### src/rtl/sinc3_decim.sv
module sinc3_decim #(
  parameter int W     = 40,
  parameter int NMAX  = 8192,
  parameter int DEF_N = 64
) (
  input  logic         clk,
  input  logic         rst_n,
  input  logic         mod_bit,
  input  logic         cfg_wr,
  input  logic         cfg_hi,
  input  logic [7:0]   cfg_data,
  input  logic [2:0]   rd_idx,
  output logic [W-1:0] result,
  output logic         result_vld,
  output logic         result_settling,
  output logic [7:0]   rd_byte
);
  localparam int CW = $clog2(NMAX);
  localparam int LW = CW + 1;

  logic [15:0]   ratio;
  logic [LW-1:0] eff_n;
  logic [CW-1:0] cnt;
  logic          samp;
  logic          strobe;
  logic [1:0]    words;
  logic [W-1:0]  acc1, acc2, acc3;
  logic [W-1:0]  dly1, dly2, dly3;
  logic [W-1:0]  dif1, dif2, dif3;

  assign eff_n  = (ratio == 16'd0)        ? LW'(1) :
                  (ratio > 16'(NMAX))     ? LW'(NMAX) : ratio[LW-1:0];
  assign strobe = ({1'b0, cnt} + LW'(1)) == eff_n;

  assign dif1 = acc3 - dly1;
  assign dif2 = dif1 - dly2;
  assign dif3 = dif2 - dly3;

  assign rd_byte = 8'(result >> {rd_idx, 3'b000});

  always_ff @(negedge clk or negedge rst_n)
    if (!rst_n) samp <= 1'b0;
    else        samp <= mod_bit;

  always_ff @(posedge clk or negedge rst_n) begin
    if (!rst_n) begin
      ratio <= 16'(DEF_N);
      cnt <= '0; words <= '0;
      acc1 <= '0; acc2 <= '0; acc3 <= '0;
      dly1 <= '0; dly2 <= '0; dly3 <= '0;
      result <= '0; result_vld <= 1'b0; result_settling <= 1'b0;
    end else if (cfg_wr) begin
      ratio <= cfg_hi ? {cfg_data, ratio[7:0]} : {ratio[15:8], cfg_data};
      cnt <= '0; words <= '0;
      acc1 <= '0; acc2 <= '0; acc3 <= '0;
      dly1 <= '0; dly2 <= '0; dly3 <= '0;
      result <= '0; result_vld <= 1'b0; result_settling <= 1'b0;
    end else begin
      acc1 <= acc1 + W'(samp);
      acc2 <= acc2 + acc1;
      acc3 <= acc3 + acc2;
      cnt  <= strobe ? '0 : cnt + CW'(1);
      result_vld      <= strobe;
      result_settling <= strobe && (words != 2'd3);
      if (strobe) begin
        dly1 <= acc3;
        dly2 <= dif1;
        dly3 <= dif2;
        result <= dif3;
        if (words != 2'd3) words <= words + 2'd1;
      end
    end
  end
endmodule

### config.mk
export PLATFORM = sky130hd
export DESIGN_NAME = sinc3_decim
export DESIGN_NICKNAME = d
export VERILOG_FILES = /design/src/rtl/sinc3_decim.sv
export SDC_FILE = /design/constraint.sdc
export NUM_CORES = 1
export LEC_CHECK = 0
export ABC_CLOCK_PERIOD_IN_PS = 17100
export BUFFER_PORTS_ARGS = -buffer_cell sky130_fd_sc_hd__buf_2
export CAP_MARGIN = 5
export CORE_UTILIZATION = 45
export DETAILED_ROUTE_END_ITERATION = 6
export MAX_ROUTING_LAYER = met4
export SLEW_MARGIN = 25
export SYNTH_ARGS = -nofsm -noshare
export SYNTH_HDL_FRONTEND = slang
export SYNTH_SLANG_ARGS = --single-unit
### constraint.sdc
create_clock -name clk -period 17.1 [get_ports clk]
set_clock_uncertainty 0.2 [all_clocks]
set_input_delay 4.275 -clock clk [delete_from_list [all_inputs] [get_ports clk]]
set_output_delay 4.275 -clock clk [all_outputs]
set_load 0.02 [all_outputs]
==> results_dict.tcl, run 1 <==
set metrics [dict create \
    hold_viol 0 \
    max_slew_margin_pct 30.6 \
    firstDrtPassIters 7 \
    powerDensity_mw_per_mm2 168 \
    clkTransAtPathRegs_ns 0.06 \
    leakagePower_nw 11.9 \
    crit_type "input pin to asynchronous set/reset pin" \
    start_util_pct 45.9 \
    ys_async_sr_fraction_pct 100 \
    syn_nets 2805 \
    required_ns 9.03 \
    preCtsSetupSlack_ns 3.51 \
    cts.sinks 314 \
    worstPathArrival_ns 4.79 \
    r2r_cells 12 \
    remaining_drc_errors 0 \
    synth_top_cell_by_area "dfrtp_1" \
    htree_levels 2 \
    wire_per_inst_um 15.4 \
    netlist_instances 2585 \
    worst_pin_slew_ns 1.04 \
    port_buffers 65 \
    fp.dieArea_sq_mm 0.0524 \
    areaGrowthSynthToFinish_pct 9.44 \
    end_kind "asynchronous set/reset pin" \
    fin_area_sq_mm 0.0253 \
    maxCapViolations 0 \
    synthFlopType "dfrtp_1" \
    synth_area_per_cell_sq_um 8.96 \
    setup_ws_ns 4.24 \
    yosys-top-cells-area "dfrtp_1, ha_1, mux2i_1" \
    path_buf_inv 1 \
    top_layer_used "met4" \
    antenna_found_initial 0 \
    ios 66 \
    rows 82 \
    yosysWarnings 0 \
    cts_tree "done" \
    grt_pass1_wl_mm 87.4 \
    critical_path.top_delay_family "buffers and inverters" \
    grt_max_degree 138 \
    drt_iter0_drc 841 \
    ys_ff_latch 314 \
    wl_met2_mm 23.1 \
    crit_start "rst_n" \
    synth_common_cells "nor2_1, dfrtp_1, ha_1" \
    crit_fanout 106 \
    path_cells "buf_8" \
    insertedDiodeCount 0 \
    path_depth 1 \
    drive_gt1_share_pct 6.72 \
    p_clk_share_pct 21.9 \
    outcome "completed" \
    p_seq_share_pct 18.4 \
    grt_pass1_vias 17600 \
    clk_path_buf_depth 3 \
    postCtsHoldBufs 0 \
    critPathLaunchType "input pin" \
    clk_latency_ns 0.56 \
    core_area_sq_mm 0.0505 \
    cpMaxStageDelayCell "buf_8" \
    netlist_area_sq_mm 0.0232 \
    ir_worst_vdd_mv 0.104 \
    grt.total_usage_pct 20.5 \
    slew_viol_final 0 \
    place_area_sq_mm 0.0239 \
    ys_seq_area_share_pct 33.9 \
    hp-start "dly2[23]$_DFFE_PN0P_" \
    vias_per_cell 5.40 \
    rsz0062_at_grt "false" \
    p_sw_share_pct 42.3 \
    synth-edff-count 0 \
    p_switching_w 0.00180 \
    combPwrFrac_pct 59.7 \
    wl_met3_mm 1.52 \
    worst-r2r-setup-slack_ns 5.38 \
    fin_setup_tns_ns 0 \
    worst_path_largest_cell_delay_ns 0.49 \
    finalSetupViolCount 0 \
    timing.rr.end "acc1[36]$_DFF_PN0_" \
    yosysTopAreaCellShare_pct 33.7 \
    p_int_w 0.00245 \
    cp-endpoint "samp$_DFF_NN0_" \
    die_w_um 229 \
    postCtsSetupBuffers 0 \
    gr-total-overflow 0 \
    final_nets 2838 \
    hold_class "register to register" \
    fp.dieH_um 229 \
    dp_hpwl_mm 37.9 \
    finalWirelength_mm 51.2 \
    clockRootBuffer "clkbuf_16" \
    ys_types 89 \
    met1Wirelength_mm 25.3 \
    timing.rr.start "samp$_DFF_NN0_" \
    synth_most_common_cell "nor2_1" \
    routabilityCongestion 0.934 \
    ant_nets 0 \
    post_cts_resized 0 \
    vias 17900 \
    cts-buffers-inserted 40 \
]
## sequential cells by signal (all words and copies together) (netlist names)
| signal | cells |
|---|---|
| cnt | 13 |
| acc2 | 40 |
| result_settling | 1 |
| dly1 | 40 |
| dly2 | 40 |
| acc1 | 40 |
| dly3 | 40 |
| samp | 1 |
| result | 40 |
| ratio | 16 |
| acc3 | 40 |
| result_vld | 1 |
| words | 2 |
## how the worst min path moves through the flow
| stage | endpoint | depth (start not counted) | slack, ns |
|---|---|---|---|
| final | dly2[23]$_DFFE_PN0P_ | 1 | 0.31 |
| after global routing | dly2[23]$_DFFE_PN0P_ | 1 | 0.32 |
| after CTS | dly3[38]$_DFFE_PN0P_ | 1 | 0.31 |
| after detailed placement | dly2[23]$_DFFE_PN0P_ | 1 | 0.29 |
| after global placement | dly3[38]$_DFFE_PN0P_ | 1 | 0.29 |
| after floorplan | dly2[23]$_DFFE_PN0P_ | 1 | 0.27 |
## cells in the final DEF, fill, tap and decap left out, types with 10 or more instances in the layout
master | synthesis | routed
nor2_1 | 363 | 363
dfrtp_1 | 312 | 312
ha_1 | 199 | 199
inv_1 | 178 | 178
a21oi_1 | 177 | 177
mux2i_1 | 159 | 159
a21o_1 | 127 | 127
xnor2_1 | 121 | 121
nand2_1 | 114 | 114
o21ai_0 | 95 | 95
xor2_1 | 85 | 85
nand3_1 | 63 | 63
buf_2 | 4 | 63
nor2b_1 | 45 | 45
clkbuf_16 | 0 | 41
nand2b_1 | 38 | 38
and3_1 | 33 | 33
nor3_1 | 32 | 32
a31oi_1 | 26 | 26
o21a_1 | 26 | 26
or3_1 | 23 | 23
o21bai_1 | 23 | 23
o31ai_1 | 21 | 21
a211oi_1 | 20 | 20
nand4_1 | 17 | 17
o22ai_1 | 15 | 15
mux2_2 | 15 | 15
and2_1 | 14 | 14
nor4_1 | 10 | 10
nor3b_1 | 10 | 10
## logic make-up (layout without fill, tap and decap cells)
kind of cell               Yosys count  count (layout)  share of synthesized area (%)
buffers and inverters              260             323                           5.30
xor gates and xnor gates           206             206                           7.79
muxes                              175             175                           7.70
and+or+nand+nor                    787             787                           15.8
AOI/OAI and AO/OA                  638             638                           18.3
adders and majority gates          205             205                           11.2
DFF                                314             314                           33.9
## metrics by stage
step	utilization [%]	hold slack [ns]	total power [W]	cells
final	50.2	0.305	0.00425	3320
after global routing	50.2	0.321	0.00462	3320
after CTS	50.2	0.309	0.00427	3319
after detailed placement	47.3	0.291	0.00332	3247
after global placement	47.3	0.290	0.00330	3247
after floorplan	-	0.273	0.00281	2585
## routing by layer
layer | vias to the layer above | track usage, %
li1 | 9236 | -
met2 | 240 | 32.9
met1 | 8362 | 26.9
met4 | 0 | 5.81
met5 | - | -
met3 | 93 | 3.03
## final cells by class
class | instances | area [sq um]
Fill cell | 4798 | 25100
Multi-Input combinational cell | 2011 | 14100
Sequential cell | 314 | 7860
Clock buffer | 52 | 1130
Tap cell | 672 | 841
Inverter | 179 | 672
Timing Repair Buffer | 72 | 430
Clock inverter | 20 | 335
## power groups by stage
stage                     Clock, W  Sequential (W)  Combinational, W
after floorplan                  0        0.000791           0.00202
final                     0.000932        0.000782           0.00254
after detailed placement         0        0.000795           0.00252
after global placement           0        0.000794           0.00250
after global routing      0.000988        0.000784           0.00285
after CTS                 0.000959        0.000782           0.00253
Note: power is estimated with default switching activity, not from simulation.
==> run 2, diff against run 1 <==
ABC_AREA = 1   (was unset)
ABC_CLOCK_PERIOD_IN_PS = 12900   (was 17100)
clock period = 12.9 ns   (was 17.1 ns; I/O delays follow)
==> results_dict.tcl, run 2 <==
set metrics [dict create \
    clk_latency_ns 0.60 \
    violations "DRC" \
    synth-edff-count 0 \
    dp_hpwl_mm 65.7 \
    hold_viol 0 \
    ys_async_sr_fraction_pct 100 \
    synth_top_cell_by_area "dfrtp_1" \
    yosys-top-cells-area "dfrtp_1, ha_1, nand2_1" \
    synthFlopType "dfrtp_1" \
    worst-r2r-setup-slack_ns 3.31 \
    required_ns 6.97 \
    timing.rr.start "samp$_DFF_NN0_" \
    cts-buffers-inserted 41 \
    place_area_sq_mm 0.0252 \
    core_area_sq_mm 0.0529 \
    htree_levels 2 \
    clkTransAtPathRegs_ns 0.06 \
    antenna_found_initial 0 \
    p_switching_w 0.00348 \
    slew_viol_final 0 \
    powerDensity_mw_per_mm2 250 \
    p_sw_share_pct 52.3 \
    grt_pass1_vias 22500 \
    max_slew_margin_pct 30.4 \
    firstDrtPassIters 7 \
    leakagePower_nw 13.1 \
    hp-start "ratio[14]$_DFFE_PN0P_" \
    maxCapViolations 0 \
    syn_nets 3652 \
    hold_end "ratio[14]$_DFFE_PN0P_" \
    grt_pass1_wl_mm 127 \
    netlist_instances 3432 \
    vias_per_cell 5.61 \
    yosysTopAreaCellShare_pct 32.2 \
    ios 66 \
    insertedDiodeCount 0 \
    crit_type "input pin to asynchronous set/reset pin" \
    finalSetupViolCount 0 \
    netlist_area_sq_mm 0.0242 \
    combPwrFrac_pct 65.3 \
    critPathLaunchType "input pin" \
    grt.total_usage_pct 31.1 \
    gr-total-overflow 0 \
    end_kind "asynchronous set/reset pin" \
    fin_area_sq_mm 0.0267 \
    die_w_um 234 \
    outcome "finished with violations" \
    fin_setup_tns_ns 0 \
    fp.dieH_um 234 \
    cts.sinks 314 \
    layout_common_cells "nand2_1, inv_1, nor2_1, o21ai_0, a21oi_1" \
    ys_seq_area_share_pct 32.4 \
    worst_path_largest_cell_delay_ns 0.51 \
    fillers 5394 \
    drt_iter0_drc 1719 \
    cts_tree "done" \
    ys_ff_latch 314 \
    critical_path.top_delay_family "buffers and inverters" \
    finalWirelength_mm 82.4 \
    crit_fanout 90 \
    p_clk_share_pct 18.9 \
    timing.rr.end "acc1[27]$_DFF_PN0_" \
    wire_per_inst_um 19.6 \
    start_util_pct 45.8 \
    place_inst 4133 \
    hold_class "register to register" \
    areaGrowthSynthToFinish_pct 10.1 \
    yosysWarnings 0 \
    synth_most_common_cell "nand2_1" \
    cpMaxStageDelayCell "buf_8" \
    final_nets 3708 \
    path_depth 1 \
    drive_gt1_share_pct 4.57 \
    port_buffers 65 \
    hold_depth 2 \
    post_cts_resized 0 \
    worst_pin_slew_ns 1.03 \
    ir_worst_vdd_mv 0.153 \
    ys_types 47 \
    routabilityCongestion 0.989 \
    remaining_drc_errors 13 \
    worstPathArrival_ns 3.77 \
    layout_commonest_cell "nand2_1" \
    clockRootBuffer "clkbuf_16" \
    fin_util_pct 50.5 \
    grt_max_degree 112 \
    ant_nets 0 \
    p_int_w 0.00318 \
    instances_no_fill 4208 \
    path_cells "buf_8" \
    rows 84 \
    clk_path_buf_depth 3 \
    r2r_cells 14 \
    postCtsSetupBuffers 0 \
    vias 23600 \
    rsz0062_at_grt "false" \
    postCtsHoldBufs 0 \
    synth_area_per_cell_sq_um 7.06 \
    fp.dieArea_sq_mm 0.0548 \
    p_seq_share_pct 15.8 \
    path_buf_inv 1 \
    synth_common_cells "nand2_1, inv_1, nor2_1" \
]
-- run 2: logic make-up (layout without fill, tap and decap cells) --
kind of cell	after synthesis	count (layout)	synth area share [%]
buffers and inverters	542	630	8.77
XOR/XNOR	144	144	5.20
flip-flops	314	314	32.4
AO/OA/AOI/OAI	910	910	20.3
AND/OR/NAND/NOR	1318	1318	22.7
adder cells (fa/ha/maj)	204	204	10.7
-- run 2: layout make-up --
| type | count | area (sq um) | area share (%) |
|---|---|---|---|
| Sequential cell | 314 | 7860 | 29.4 |
| Clock inverter | 18 | 275 | 1.03 |
| Tap cell | 688 | 861 | 3.23 |
| Inverter | 480 | 1800 | 6.75 |
| Clock buffer | 57 | 1210 | 4.52 |
| Timing Repair Buffer | 75 | 427 | 1.60 |
| Multi-Input combinational cell | 2576 | 14300 | 53.4 |
-- run 2: worst register-to-register path, cell delays in order, from the launching register on --
cell and delay [ns]:
dfrtn_1 0.40, ha_1 0.17, nand3_1 0.14, nor2_1 0.13, nand2_1 0.08, nor2_1 0.30, nand2_1 0.24, nor4_1 0.39
nand2_1 0.15, nor2_1 0.22, nand3_1 0.13, nor2_1 0.16, nand3_1 0.11, o21ai_0 0.16, a21oi_1 0.05
-- run 2: layer usage --
metal  vias up  wire (um)  GRT usage (%)
met5         -          0              -
met4         0       4600           15.4
met3       159       3830           3.47
met2       682      38100           49.9
met1     11100      35800           38.8
li1      11600          -              -
-- run 2: per-stage QoR --
step,power (W),worst slack [ns],hold slack [ns]
after floorplan,0.00401,2.88,0.253
after global placement,0.00537,2.57,0.270
after detailed placement,0.00536,2.55,0.281
after CTS,0.00665,3.17,0.297
after global routing,0.00713,2.96,0.332
final,0.00667,3.20,0.298
-- run 2: worst max-delay path by stage --
stage	startpoint	to	slack, ns
floorplan	mod_bit	samp$_DFF_NN0_	2.88
global placement	rst_n	samp$_DFF_NN0_	2.57
detailed placement	rst_n	samp$_DFF_NN0_	2.55
CTS	rst_n	samp$_DFF_NN0_	3.17
global route	samp$_DFF_NN0_	acc1[38]$_DFF_PN0_	2.96
finish	rst_n	samp$_DFF_NN0_	3.20
-- run 2: power by group through the flow --
| stage | registers, W | clock network (W) | logic (W) |
|---|---|---|---|
| 2_1_floorplan | 0.00107 | 0 | 0.00294 |
| 3_3_place_gp | 0.00107 | 0 | 0.00430 |
| 3_5_place_dp | 0.00107 | 0 | 0.00430 |
| 4_1_cts | 0.00105 | 0.00129 | 0.00431 |
| 5_1_grt | 0.00105 | 0.00133 | 0.00475 |
| 6_report | 0.00105 | 0.00126 | 0.00435 |
==> run 3, diff against run 2 <==
ABC_AREA = 0   (was 1)
ABC_CLOCK_PERIOD_IN_PS = 9800   (was 12900)
clock period = 9.8 ns   (was 12.9 ns; I/O delays follow)
==> results_dict.tcl, run 3 (same netlist as run 1, synthesis figures left out) <==
set metrics [dict create \
    final_nets 2839 \
    end_kind "register" \
    dp_hpwl_mm 38.1 \
    p_clk_share_pct 20.8 \
    powerDensity_mw_per_mm2 291 \
    fin_crit_ns 7.95 \
    combPwrFrac_pct 60.7 \
    clockRootBuffer "clkbuf_16" \
    clkTransAtPathRegs_ns 0.06 \
    grt_pass1_wl_mm 87.6 \
    hold_depth 1 \
    path_buf_inv 0 \
    grt.total_usage_pct 20.5 \
    fp.dieArea_sq_mm 0.0524 \
    p_seq_share_pct 18.5 \
    cts-buffers-inserted 40 \
    worst-r2r-setup-slack_ns 1.85 \
    finalWirelength_mm 51.6 \
    maxCapViolations 0 \
    die_w_um 229 \
    vias 17900 \
    hold_class "register to register" \
    leakagePower_nw 11.9 \
    cts.sinks 314 \
    clk_path_buf_depth 3 \
    finalSetupViolCount 0 \
    antenna_found_initial 0 \
    fp.dieH_um 229 \
    crit_fanout 5 \
    ir_worst_vdd_mv 0.215 \
    wire_per_inst_um 15.5 \
    htree_levels 2 \
    ant_nets 0 \
    layout_common_cells "nor2_1, dfrtp_1, ha_1, inv_1, a21oi_1" \
    grt_pass1_vias 17400 \
    remaining_drc_errors 0 \
    clock.fmax_ghz 0.126 \
    place_inst 3246 \
    rsz0062_at_grt "false" \
    areaGrowthSynthToFinish_pct 9.41 \
    fin_setup_tns_ns 0 \
    hold_viol 0 \
    worst_pin_slew_ns 0.916 \
    postCtsHoldBufs 0 \
    critical_path.top_delay_family "simple AND/OR/NAND/NOR gates" \
    p_switching_w 0.00317 \
    post_cts_resized 0 \
    hp-start "dly3[38]$_DFFE_PN0P_" \
    core_area_sq_mm 0.0505 \
    required_ns 10.03 \
    drt_iter0_drc 882 \
    gr-total-overflow 0 \
    preCtsSetupSlack_ns 1.78 \
    insertedDiodeCount 0 \
    cpMaxStageDelayCell "or3_1" \
    ios 66 \
    outcome "completed" \
    clk_latency_ns 0.56 \
    crit_type "register to register" \
    p_sw_share_pct 43.0 \
    timing.rr.start "samp$_DFF_NN0_" \
    hold_end "dly3[38]$_DFFE_PN0P_" \
    critPathLaunchType "register" \
    cts_tree "done" \
    slew_viol_final 0 \
    firstDrtPassIters 4 \
    setup_ws_ns 1.85 \
    path_cells "ha_1, nand3_1, nor2_1, nand4_1, nor2_1, nand2_1, or3_1, nor3_1, nand3_1, xor2_1, nor2_1" \
    vias_per_cell 5.38 \
    worstPathArrival_ns 8.18 \
    start_util_pct 45.9 \
    crit_top_cell "nor2_1" \
    drive_gt1_share_pct 6.75 \
    fin_area_sq_mm 0.0253 \
    post-route-period-util_pct 81.1 \
    place_area_sq_mm 0.0239 \
    r2r_cells 11 \
    rows 82 \
    instances_no_fill 3322 \
    worst_path_largest_cell_delay_ns 0.41 \
    p_int_w 0.00420 \
    grt_max_degree 168 \
    port_buffers 65 \
    routabilityCongestion 0.904 \
    postCtsSetupBuffers 0 \
    layout_commonest_cell "nor2_1" \
    max_slew_margin_pct 38.6 \
    timing.rr.end "acc1[39]$_DFF_PN0_" \
    fin_util_pct 50.2 \
]
-- run 3: cell count changes in the layout (fill, tap and decap cells not counted), moves of 38 or more --
cell,previous run,this run
a21o_1,22,127
o21ai_1,64,2
nor2b_1,0,45
mux2i_1,0,159
a21oi_1,336,177
xnor2_1,54,121
inv_1,478,178
nand3_1,165,63
nand2b_1,0,38
nand2_1,644,114
o21ai_0,351,95
-- run 3: worst max path at each step --
stage | from | to | slack, ns | depth (start not counted)
4_1_cts | samp$_DFF_NN0_ | acc1[39]$_DFF_PN0_ | 1.79 | 11
6_report | samp$_DFF_NN0_ | acc1[39]$_DFF_PN0_ | 1.85 | 11
3_3_place_gp | samp$_DFF_NN0_ | acc1[36]$_DFF_PN0_ | 1.83 | 12
2_1_floorplan | mod_bit | samp$_DFF_NN0_ | 2.11 | 0
3_5_place_dp | samp$_DFF_NN0_ | acc1[39]$_DFF_PN0_ | 1.78 | 11
5_1_grt | acc3[7]$_DFF_PN0_ | result[37]$_DFFE_PN0P_ | 1.35 | 28
-- run 3: through the flow --
| step | hold WS (ns) | total power, W |
|---|---|---|
| 2_1_floorplan | 0.273 | 0.00491 |
| 3_3_place_gp | 0.288 | 0.00576 |
| 3_5_place_dp | 0.292 | 0.00582 |
| 4_1_cts | 0.310 | 0.00738 |
| 5_1_grt | 0.321 | 0.00799 |
| 6_report | 0.306 | 0.00737 |
-- run 3: worst register-to-register path: stages (launching register included) --
cell,delay [ns]
dfrtn_1,0.39
ha_1,0.17
nand3_1,0.15
nor2_1,0.24
nand4_1,0.24
nor2_1,0.26
nand2_1,0.17
or3_1,0.41
nor3_1,0.36
nand3_1,0.15
xor2_1,0.14
nor2_1,0.05
-- run 3: cell type report --
class,instances,area (sq um)
Fill cell,4802,25100
Multi-Input combinational cell,2011,14100
Sequential cell,314,7860
Clock buffer,61,1250
Tap cell,672,841
Inverter,179,672
Timing Repair Buffer,73,483
Clock inverter,12,150
-- run 3: power groups by stage --
stage | combinational [W] | clock [W] | sequential (W)
2_1_floorplan | 0.00352 | 0 | 0.00138
3_3_place_gp | 0.00437 | 0 | 0.00139
3_5_place_dp | 0.00443 | 0 | 0.00139
4_1_cts | 0.00444 | 0.00158 | 0.00136
5_1_grt | 0.00499 | 0.00163 | 0.00137
6_report | 0.00448 | 0.00153 | 0.00136
-- run 3: per-layer routing --
metal / vias to the layer above / global-route usage (%) / share of wire, %
met5: - / - / 0
met4: 0 / 6.08 / 2.4
met3: 90 / 2.26 / 2.9
met2: 277 / 32.0 / 45
met1: 8262 / 27.9 / 50
li1: 9234 / - / -
